File: config.mk
export PLATFORM = sky130hd
export DESIGN_NAME = clkcfg_i2c_slave
export DESIGN_NICKNAME = d
export VERILOG_FILES = /design/src/rtl/clkcfg_pkg.sv /design/src/rtl/i2c_bus_sampler.sv /design/src/rtl/cfg_link_fsm.sv /design/src/rtl/cfg_reg_file.sv /design/src/rtl/clkcfg_i2c_slave.sv
export SDC_FILE = /design/constraint.sdc
export NUM_CORES = 1
export LEC_CHECK = 0
export ABC_AREA = 0
export BUFFER_PORTS_ARGS = -buffer_cell sky130_fd_sc_hd__buf_4
export CELL_PAD_IN_SITES_DETAIL_PLACEMENT = 1
export CELL_PAD_IN_SITES_GLOBAL_PLACEMENT = 2
export CORE_ASPECT_RATIO = 1.75
export CORE_UTILIZATION = 31
export DETAILED_ROUTE_END_ITERATION = 12
export PLACE_DENSITY_LB_ADDON = 0.2
export SYNTH_ARGS = -nofsm -noshare
export SYNTH_HDL_FRONTEND = slang
export SYNTH_SLANG_ARGS = --single-unit
File: constraint.sdc
create_clock -name clk -period 2 [get_ports clk]
set_input_delay 0.1 -clock clk [delete_from_list [all_inputs] [get_ports clk]]
set_output_delay 0.1 -clock clk [all_outputs]
set_load 0.02 [all_outputs]
File: src/rtl/clkcfg_pkg.sv
// Shared types for the block-transfer configuration slave.
package clkcfg_pkg;

    // Protocol engine states.
    typedef enum logic [2:0] {
        ST_IDLE,     // not addressed; ignore bus until START
        ST_RX,       // shifting in address or write bytes
        ST_RX_ACK,   // slave holding acknowledge low
        ST_TX,       // shifting out a read byte
        ST_TX_ACK    // host acknowledge slot of a read byte
    } link_state_e;

    typedef logic [7:0] octet_t;

endpackage

File: src/rtl/i2c_bus_sampler.sv
// Synchronises SCL and SDA into the system clock domain and derives
// edge and bus-condition events. Assumes the system clock is many times
// faster than SCL so each line is stable for several samples per phase.
module i2c_bus_sampler #(
    parameter int STAGES = 2
) (
    input  logic clk,
    input  logic rst_n,
    input  logic scl_raw,
    input  logic sda_raw,
    output logic scl_lvl,
    output logic sda_lvl,
    output logic scl_rise,
    output logic scl_fall,
    output logic start_evt,
    output logic stop_evt
);
    localparam int LINES = 2;   // index 1 = SCL, index 0 = SDA

    logic [LINES-1:0] raw;
    logic [LINES-1:0] now_q;
    logic [LINES-1:0] prev_q;

    assign raw = {scl_raw, sda_raw};

    for (genvar ln = 0; ln < LINES; ln++) begin : g_line
        logic [STAGES-1:0] chain;
        // Shift chain for metastability filtering; idle bus level is high.
        always_ff @(posedge clk) begin
            if (!rst_n) chain <= '1;
            else        chain <= {chain[STAGES-2:0], raw[ln]};
        end
        assign now_q[ln] = chain[STAGES-1];
    end

    // One-sample history for edge detection.
    always_ff @(posedge clk) begin
        if (!rst_n) prev_q <= '1;
        else        prev_q <= now_q;
    end

    assign scl_lvl   = now_q[1];
    assign sda_lvl   = now_q[0];
    assign scl_rise  = now_q[1] & ~prev_q[1];
    assign scl_fall  = ~now_q[1] & prev_q[1];
    assign start_evt = now_q[1] & prev_q[1] & ~now_q[0] & prev_q[0];
    assign stop_evt  = now_q[1] & prev_q[1] & now_q[0] & ~prev_q[0];

endmodule

File: src/rtl/cfg_link_fsm.sv
// Byte-level protocol engine: address match, block write with two
// discarded header bytes, block read that returns a count first.
// Assumes events from i2c_bus_sampler; changes SDA only after SCL falls.
module cfg_link_fsm
    import clkcfg_pkg::*;
#(
    parameter logic [6:0] DEV_ADDR = 7'h69,
    parameter int NUM_REGS = 6,
    parameter int REG_IW   = 3,
    parameter int IDX_W    = 5
) (
    input  logic                  clk,
    input  logic                  rst_n,
    input  logic                  scl_lvl,
    input  logic                  sda_lvl,
    input  logic                  scl_rise,
    input  logic                  scl_fall,
    input  logic                  start_evt,
    input  logic                  stop_evt,
    input  logic [8*NUM_REGS-1:0] reg_flat,
    output logic                  wr_en,
    output logic [REG_IW-1:0]     wr_sel,
    output octet_t                wr_byte,
    output logic                  sda_pull
);
    localparam int HDR_BYTES = 2;
    localparam logic [IDX_W-1:0] IDX_MAX = '1;
    localparam logic [IDX_W-1:0] DATA_LO = IDX_W'(HDR_BYTES);
    localparam logic [IDX_W-1:0] DATA_HI = IDX_W'(HDR_BYTES + NUM_REGS);

    link_state_e      state;
    octet_t           shreg;
    logic [2:0]       bit_cnt;
    logic [IDX_W-1:0] idx;
    logic             addr_phase;
    logic             is_read;
    logic             got_byte;
    logic             host_ack;
    logic             sda_oe;
    octet_t           tx_next;
    logic [IDX_W-1:0] idx_inc;

    // Saturating byte position so long transfers never wrap back in range.
    assign idx_inc = (idx == IDX_MAX) ? idx : idx + 1'b1;

    // Byte to send at read position idx: count, then registers, then 0xFF.
    always_comb begin
        tx_next = 8'hFF;
        if (idx == '0) tx_next = 8'(NUM_REGS);
        for (int k = 0; k < NUM_REGS; k++) begin
            if (idx == IDX_W'(k + 1)) tx_next = reg_flat[8*k +: 8];
        end
    end

    // Protocol sequencing; START and STOP take priority in every state.
    always_ff @(posedge clk) begin
        if (!rst_n) begin
            state      <= ST_IDLE;
            shreg      <= '0;
            bit_cnt    <= '0;
            idx        <= '0;
            addr_phase <= 1'b0;
            is_read    <= 1'b0;
            got_byte   <= 1'b0;
            host_ack   <= 1'b0;
            sda_oe     <= 1'b0;
            wr_en      <= 1'b0;
            wr_sel     <= '0;
            wr_byte    <= '0;
        end else begin
            wr_en <= 1'b0;
            if (start_evt) begin
                state      <= ST_RX;
                addr_phase <= 1'b1;
                got_byte   <= 1'b0;
                bit_cnt    <= '0;
                idx        <= '0;
                sda_oe     <= 1'b0;
            end else if (stop_evt) begin
                state    <= ST_IDLE;
                got_byte <= 1'b0;
                sda_oe   <= 1'b0;
            end else begin
                case (state)
                    ST_RX: begin
                        if (scl_rise) begin
                            shreg   <= {shreg[6:0], sda_lvl};
                            bit_cnt <= bit_cnt + 3'd1;
                            if (bit_cnt == 3'd7) got_byte <= 1'b1;
                        end else if (scl_fall && got_byte) begin
                            got_byte <= 1'b0;
                            if (addr_phase) begin
                                if (shreg[7:1] == DEV_ADDR) begin
                                    is_read <= shreg[0];
                                    sda_oe  <= 1'b1;
                                    state   <= ST_RX_ACK;
                                end else begin
                                    state <= ST_IDLE;
                                end
                            end else begin
                                sda_oe <= 1'b1;
                                state  <= ST_RX_ACK;
                                if (idx >= DATA_LO && idx < DATA_HI) begin
                                    wr_en   <= 1'b1;
                                    wr_sel  <= REG_IW'(idx - DATA_LO);
                                    wr_byte <= shreg;
                                end
                                idx <= idx_inc;
                            end
                        end
                    end
                    ST_RX_ACK: begin
                        if (scl_fall) begin
                            bit_cnt    <= '0;
                            addr_phase <= 1'b0;
                            if (addr_phase && is_read) begin
                                shreg  <= tx_next;
                                sda_oe <= ~tx_next[7];
                                idx    <= idx_inc;
                                state  <= ST_TX;
                            end else begin
                                sda_oe <= 1'b0;
                                state  <= ST_RX;
                            end
                        end
                    end
                    ST_TX: begin
                        if (scl_fall) begin
                            if (bit_cnt == 3'd7) begin
                                sda_oe <= 1'b0;
                                state  <= ST_TX_ACK;
                            end else begin
                                shreg   <= {shreg[6:0], 1'b1};
                                sda_oe  <= ~shreg[6];
                                bit_cnt <= bit_cnt + 3'd1;
                            end
                        end
                    end
                    ST_TX_ACK: begin
                        if (scl_rise) begin
                            host_ack <= ~sda_lvl;
                        end else if (scl_fall) begin
                            if (host_ack) begin
                                shreg   <= tx_next;
                                sda_oe  <= ~tx_next[7];
                                idx     <= idx_inc;
                                bit_cnt <= '0;
                                state   <= ST_TX;
                            end else begin
                                state <= ST_IDLE;
                            end
                        end
                    end
                    default: ;
                endcase
            end
        end
    end

    assign sda_pull = sda_oe;

    // SDA pull may only move while SCL is seen low.
    assert_sda_moves_low_R12: assert property (@(posedge clk) disable iff (!rst_n)
        (sda_oe != $past(sda_oe)) |-> !scl_lvl)
        else $error("SDA pull changed while SCL high");

    // An unaddressed slave never pulls SDA.
    assert_idle_quiet_R2: assert property (@(posedge clk) disable iff (!rst_n)
        (state == ST_IDLE) |-> !sda_oe)
        else $error("SDA pulled while idle");

    // STOP always returns the engine to idle.
    assert_stop_ends_R5: assert property (@(posedge clk) disable iff (!rst_n)
        stop_evt |=> (state == ST_IDLE))
        else $error("STOP did not end transfer");

    // Stores only ever target an existing register.
    assert_store_in_range_R6: assert property (@(posedge clk) disable iff (!rst_n)
        wr_en |-> (int'(wr_sel) < NUM_REGS))
        else $error("store beyond register bank");

endmodule

File: src/rtl/cfg_reg_file.sv
// Bank of byte-wide configuration registers with per-register reset
// values. Assumes at most one store per cycle from the protocol engine.
module cfg_reg_file
    import clkcfg_pkg::*;
#(
    parameter int NUM_REGS = 6,
    parameter int REG_IW   = 3,
    parameter logic [7:0] RST_FIRST = 8'h00,
    parameter logic [7:0] RST_REST  = 8'hFF
) (
    input  logic                  clk,
    input  logic                  rst_n,
    input  logic                  wr_en,
    input  logic [REG_IW-1:0]     wr_sel,
    input  octet_t                wr_byte,
    output logic [8*NUM_REGS-1:0] reg_flat
);
    function automatic logic [8*NUM_REGS-1:0] rst_image();
        logic [8*NUM_REGS-1:0] img;
        for (int k = 0; k < NUM_REGS; k++) img[8*k +: 8] = (k == 0) ? RST_FIRST : RST_REST;
        return img;
    endfunction

    localparam logic [8*NUM_REGS-1:0] RST_FLAT = rst_image();

    for (genvar g = 0; g < NUM_REGS; g++) begin : g_reg
        localparam logic [7:0] RV = RST_FLAT[8*g +: 8];
        octet_t q;
        // Holds one register; loads when the engine selects it.
        always_ff @(posedge clk) begin
            if (!rst_n)                                q <= RV;
            else if (wr_en && wr_sel == REG_IW'(g))    q <= wr_byte;
        end
        assign reg_flat[8*g +: 8] = q;
    end

    // Registers leave reset with their documented defaults.
    assert_reset_image_R9: assert property (@(posedge clk) disable iff (!rst_n)
        $rose(rst_n) |-> (reg_flat == RST_FLAT))
        else $error("reset image wrong");

    // Without a store the bank does not move.
    assert_hold_no_store_R5: assert property (@(posedge clk) disable iff (!rst_n)
        !wr_en |=> $stable(reg_flat))
        else $error("register changed without store");

endmodule

File: src/rtl/clkcfg_i2c_slave.sv
// Top of the block-transfer configuration slave: line sampler, protocol
// engine and register bank. Assumes an external open-drain pad turns
// sda_pull_low into a low level on SDA.
module clkcfg_i2c_slave #(
    parameter logic [6:0] DEV_ADDR    = 7'h69,
    parameter int         NUM_REGS    = 6,
    parameter int         SYNC_STAGES = 2,
    parameter logic [7:0] RST_FIRST   = 8'h00,
    parameter logic [7:0] RST_REST    = 8'hFF
) (
    input  logic                  clk,
    input  logic                  rst_n,
    input  logic                  scl_in,
    input  logic                  sda_in,
    output logic                  sda_pull_low,
    output logic [8*NUM_REGS-1:0] cfg_regs
);
    import clkcfg_pkg::*;

    localparam int REG_IW = (NUM_REGS > 1) ? $clog2(NUM_REGS) : 1;
    localparam int IDX_W  = $clog2(NUM_REGS + 3) + 1;

    logic        scl_lvl, sda_lvl, scl_rise, scl_fall, start_evt, stop_evt;
    logic        wr_en;
    logic [REG_IW-1:0] wr_sel;
    octet_t      wr_byte;

    i2c_bus_sampler #(.STAGES(SYNC_STAGES)) u_sampler (
        .clk(clk), .rst_n(rst_n), .scl_raw(scl_in), .sda_raw(sda_in),
        .scl_lvl(scl_lvl), .sda_lvl(sda_lvl), .scl_rise(scl_rise),
        .scl_fall(scl_fall), .start_evt(start_evt), .stop_evt(stop_evt)
    );

    cfg_link_fsm #(
        .DEV_ADDR(DEV_ADDR), .NUM_REGS(NUM_REGS), .REG_IW(REG_IW), .IDX_W(IDX_W)
    ) u_fsm (
        .clk(clk), .rst_n(rst_n), .scl_lvl(scl_lvl), .sda_lvl(sda_lvl),
        .scl_rise(scl_rise), .scl_fall(scl_fall), .start_evt(start_evt),
        .stop_evt(stop_evt), .reg_flat(cfg_regs), .wr_en(wr_en),
        .wr_sel(wr_sel), .wr_byte(wr_byte), .sda_pull(sda_pull_low)
    );

    cfg_reg_file #(
        .NUM_REGS(NUM_REGS), .REG_IW(REG_IW), .RST_FIRST(RST_FIRST), .RST_REST(RST_REST)
    ) u_regs (
        .clk(clk), .rst_n(rst_n), .wr_en(wr_en), .wr_sel(wr_sel),
        .wr_byte(wr_byte), .reg_flat(cfg_regs)
    );

endmodule

* Yosys cells after proc, flatten, opt, wreduce, memory -nomap -nowiden
Cells that the tools add are included.
** Word-level totals
- Input port bits :: 4
- Register bits after elaboration :: 90
- Bits in writable memories :: 0
- Bits in read-only memories :: 0
- Memories :: 0
- Word-level logic and storage cells :: 186
- Output and inout bits :: 49
- Bits in latches :: 0
** Cells by class
- Shift-type cells :: 0
- Bitwise gates (word level) :: 20
- Divide/modulo/power cells :: 0
- Reductions and logical operators :: 31
- Equal/unequal tests :: 40
- $mul :: 0
- Add/sub/neg operators :: 3
- Order comparisons :: 2
- Mux-type cells :: 68
** Operators with widths (number)
- $mux 8 :: 15
- $mux 5 :: 9
- $mux 3 :: 14
- $pmux 8 s4 :: 1
- $pmux 3 s4 :: 2
- $mux 1 :: 21
- $ne 4x3->1 const B :: 5
- $reduce_and 9->1 :: 2
- $ne 2x1->1 const B :: 8
- $reduce_and 8->1 :: 2
- $eq 5x3->1 const B :: 3
- $pmux 5 s3 :: 1
- $reduce_and 7->1 :: 2
- $not 1->1 :: 13
- $eq 3x2->1 const B :: 4
- $eq 3x3->1 const B :: 4
- $ne 2x2->1 const B :: 6
- $reduce_and 11->1 :: 1
- $eq 5x2->1 const B :: 2
- $reduce_and 10->1 :: 1
- $logic_and 1x1->1 :: 9
- $mux 2 :: 4
- $ne 4x4->1 const B :: 2
- $and 1x1->1 :: 7
- other kinds (22) :: 26

* Longest topological paths before layout
- Depth in word-level cells :: 13
- Gate-level depth with buffers :: 10
- Depth with buffers taken out :: 8

* Cells and area by module
From an unflattened synthesis, not the netlist that was laid out.
** Unflattened totals
- Cells, all modules :: 533
- Area total of the unflattened synthesis :: 4818.4 µm²
** Modules (own cells, without submodules)
- cfg_link_fsm :: instances 1, sequential area each 720.7 µm², area each 2656.3 µm², cells an instance 336
- cfg_reg_file :: instances 1, sequential area each 960.9 µm², area each 1971.9 µm², cells an instance 181
- i2c_bus_sampler :: instances 1, sequential area each 120.1 µm², area each 190.2 µm², cells an instance 16

* Least setup slack after synthesis
Ideal clock, no wire load.
- Path type :: register to register
- From :: register u_fsm.idx[2]
- To :: register u_fsm.shreg[2]
- Data arrival time :: 2.002 ns
- Library setup time :: 0.088 ns
- Data required time :: 1.912 ns
- Period minus slack after synthesis :: 2.091 ns
- Cell stages (with the launch flop) :: 10
- Path buffers :: 2
- Slack :: -0.091 ns
- Cell sequence :: dfxtp_1 buf_2 inv_1 ha_1 or4b_4 buf_6 a211oi_2 o22ai_1 o21a_1 o32ai_2
** Between the ends
- Longest elaborated chain between the ends :: 11
- Elaborated cells between the ends (all ways) :: 18
- Classes of those cells :: eq/ne: 6; mux: 12
** Ends and longest elaborated chain
- from (decl) :: line cfg_link_fsm.sv:34 : logic [IDX_W-1:0] idx;
- from (signal assigned) :: line cfg_link_fsm.sv:108 : idx <= idx_inc;
- from (signal assigned) :: line cfg_link_fsm.sv:119 : idx <= idx_inc;
- from (signal assigned) :: line cfg_link_fsm.sv:146 : idx <= idx_inc;
- $eq 5x1->1 :: line cfg_link_fsm.sv:51 : if (idx == IDX_W'(k + 1)) tx_next = reg_flat[8*k +: 8];
- $mux 8 (5 in series) :: line cfg_link_fsm.sv:51
- $mux 8 * :: line cfg_link_fsm.sv:51
- $mux 8 :: line cfg_link_fsm.sv:143 : if (host_ack) begin
- $mux 8 :: line cfg_link_fsm.sv:142 : end else if (scl_fall) begin
- $mux 8 :: line cfg_link_fsm.sv:140 : if (scl_rise) begin
- $pmux 8 s4 * :: line cfg_link_fsm.sv:84 : case (state)
- to (signal assigned) :: line cfg_link_fsm.sv:87 : shreg <= {shreg[6:0], sda_lvl};
- to (signal assigned) :: line cfg_link_fsm.sv:133 : shreg <= {shreg[6:0], 1'b1};
- to (signal assigned) :: line cfg_link_fsm.sv:144 : shreg <= tx_next;
- to (decl) :: line cfg_link_fsm.sv:32 : octet_t shreg;
Mark *: on every way between the ends. The rest lies on a longest branch, timed or not. The select of a mux whose other input is x is not followed.
A chain may end at the register's enable or synchronous reset.

* Worst setup path after layout
- From :: register u_fsm.idx[2]
- To :: register u_fsm.shreg[1]
The elaborated chain is that of the path after synthesis.

==> qor.yml <==
status: "complete, but fails checks"
violations: "setup timing"
dieArea_um2: 14800
place_congestion: 0.891
ys_ff_latch: 90
fmax_ghz: 0.498
coreArea_um2: 13900
clock_skew_ns: 0.0107
drcViolationCount: 0
layout.nets: 693
postSynth.asyncResetShare: 0
timing.final.crit_share: 1.00
pwr_density_cell_nw_per_um2: 646
hp-class: "input pin to flip-flop"
grt_pass1_wl_mm: 26.7
cts-root-buf: "clkbuf_16"
synth-edff-count: 0
ir_drop_mv: 0.384
initial_core_util: 0.319
cp.arrival_ns: 2.26
min_period_ns: 2.01
synthFlopType: "dfxtp_1"
drtAntennaViolNets: 0
finalHoldViolCount: 0
yosys.area.top_type_share: 0.406
hpwl_mm: 13.5
end_kind: "flip-flop"
numCtsBuffers: 9
cts_tree: "built"
finalSetupViolCount: 1
synth.avg_cell_area_um2: 7.71
slew-limit-headroom: 0.580
fp-row-count: 57
p_leak_uw: 0.00248
yosys_warnings: 0
path_class: "flip-flop to flip-flop"
diodes: 0
setup_slack_ns: -0.00869
slew_viol_final: 0
routed-via-count: 4520
grt_overflow: 0
portBuffers: 52
crit_path_max_fanout: 7
wirelength_mm: 17.5
io_pins: 53
dieHeight_um: 160
max_slew.worst_pin.slew_ns: 0.629
yosysTopAreaCell: "dfxtp_1"
vias_per_cell: 5.26
seq_area_frac_synth: 0.406
cts_buffer_depth: 2
start_kind: "flip-flop"
dp_slack_ns: -0.105
drt-pass1-iter-count: 4
die_w_um: 92.5
synth_area_leaders: "dfxtp_1, nand2_1, nand3_1"
syn_area_um2: 4440
drive_gt1_frac: 0.269
area_growth_pct: 33.7
yosysUniqueCellTypes: 57
grt.total_usage: 0.240
critPathRequiredTime_ns: 2.25
drv_cap: 0
grt_antenna_before_repair: 0
rsz0062_at_grt: "yes"
htree_levels: 3
clk_pin_slew_ns: 0.07
power_uw: 3830
cts_sinks: 90
wire_per_inst_um: 20.4
grt_max_degree: 33
worstSkewPairLatency_ns: 0.35
drt-initial-drc-count: 151
syn-num-nets: 590
setup_tns_ns: -0.00869
grt_pass1_vias: 4739
syn-instance-count: 576
repair_timing:
action	4_1_cts	5_1_grt
pin swaps	2	7
hold buffers	2	0
buffers inserted	4	2
hold endpoints to repair	2	0
resized for setup	16	27
cloned	0	1
endpoints found under the setup margin	22	13
power breakdown:
| part | switching (uW) | leakage, uW | internal (uW) |
|---|---|---|---|
| registers | 21.3 | 0.000732 | 1810 |
| logic | 141 | 0.00162 | 122 |
| clock network | 746 | 0.000134 | 998 |
| total | 908 | 0.00248 | 2930 |
metrics by stage:
| stage | area, um^2 | hold WS [ns] | std cells | utilization |
|---|---|---|---|---|
| after floorplan | 4440 | 0.201 | 576 | - |
| after global placement | 5400 | 0.290 | 836 | 0.388 |
| after detailed placement | 5400 | 0.289 | 836 | 0.388 |
| after CTS | 5790 | 0.114 | 857 | 0.416 |
| after global routing | 5940 | 0.131 | 860 | 0.427 |
| final | 5940 | 0.120 | 860 | 0.427 |
routing by layer:
metal | vias up | global-route usage | wire, um | part of all wire
met5 | - | 0 | 0 | 0
li1 | 2194 | - | - | -
met4 | 0 | 0.0973 | 565 | 0.032
met1 | 2213 | 0.243 | 6540 | 0.37
met2 | 85 | 0.476 | 10100 | 0.57
met3 | 28 | 0.0294 | 371 | 0.021
Yosys cell counts, types with 4 or more instances:
cell type,number
nand2_1,148
dfxtp_1,90
nand3_1,48
a21oi_1,41
nor2_1,37
clkbuf_1,26
o21ai_0,20
nand2b_1,12
nor2b_1,12
ha_1,10
a31oi_1,9
nor3_1,9
buf_2,8
and2_1,7
inv_1,7
nor3b_1,7
mux2i_1,6
a221oi_1,5
a211oi_1,4
a21boi_0,4
o211ai_1,4
o21a_1,4
critical path, stage by stage (launching register included):
cell,delay [ns]
dfxtp_2,0.34
inv_4,0.05
ha_1,0.12
or4b_4,0.49
buf_6,0.16
a211oi_2,0.19
o22ai_1,0.11
o21a_1,0.21
o32ai_2,0.25
cell families after synthesis:
logic type	share of synthesized area
AND/OR/NAND/NOR	0.325
AO/OA/AOI/OAI	0.180
flip-flops	0.406
buffers and inverters	0.0420
adder cells (fa/ha/maj)	0.0282
multiplexers	0.0135
XOR/XNOR	0.00592
sequential cells by signal, indices dropped and copies added, names as in the netlist, 2 cells and up:
name,flops
u_fsm.bit_cnt,3
u_fsm.idx,5
u_fsm.shreg,8
u_fsm.state,3
u_fsm.wr_byte,8
u_fsm.wr_sel,3
u_regs.g.q,48
u_sampler.g_line.chain,4
u_sampler.prev_q,2
worst paths after layout:
kind         slack [ns]                                     from  depth (start not counted)                                 endpoint
max              -0.009                u_fsm.idx[2]$_SDFFE_PP0P_                          8              u_fsm.shreg[1]$_SDFFE_PN0P_
min                0.12                                    rst_n                          2        u_regs.g_reg[5].q[4]$_SDFFE_PN1P_
max reg2reg      -0.009                u_fsm.idx[2]$_SDFFE_PP0P_                          8              u_fsm.shreg[1]$_SDFFE_PN0P_
min reg2reg        0.41  u_sampler.g_line[1].chain[0]$_SDFF_PN1_                          1  u_sampler.g_line[1].chain[1]$_SDFF_PN1_
placed cells by master, fill, tap and decap left out, types with 3 or more instances in the layout:
cell type and n:
nor3b_1 5, nor2b_1 11, a211oi_1 4, or2_2 3
o211a_1 3, nand3_1 48, dfxtp_1 83, clkbuf_16 10
nand2b_1 11, nor3b_2 3, a22oi_1 3, buf_6 3
mux2i_1 4, clkinvlp_4 3, nor3_1 8, o21ai_1 6
o21ai_0 17, o211ai_1 4, a21boi_0 4, and2_1 6
a31oi_1 8, buf_4 121, o21a_1 4, a221oi_1 5
inv_1 6, nor2_1 35, ha_2 3, ha_1 5
and3_1 3, dfxtp_2 5, o22ai_1 3, nand2_1 148
a21oi_1 40
cell type report:
cell class                 instances  area, um^2
multi-input combinational        443        2570
tap                              177         221
clock inverter                     4        52.6
inverter                           7        28.8
sequential                        90        1820
timing repair buffer             128        1000
clock buffer                      11         243
fill                            1722        7970
No activity file was read; power rests on OpenSTA's default activity.
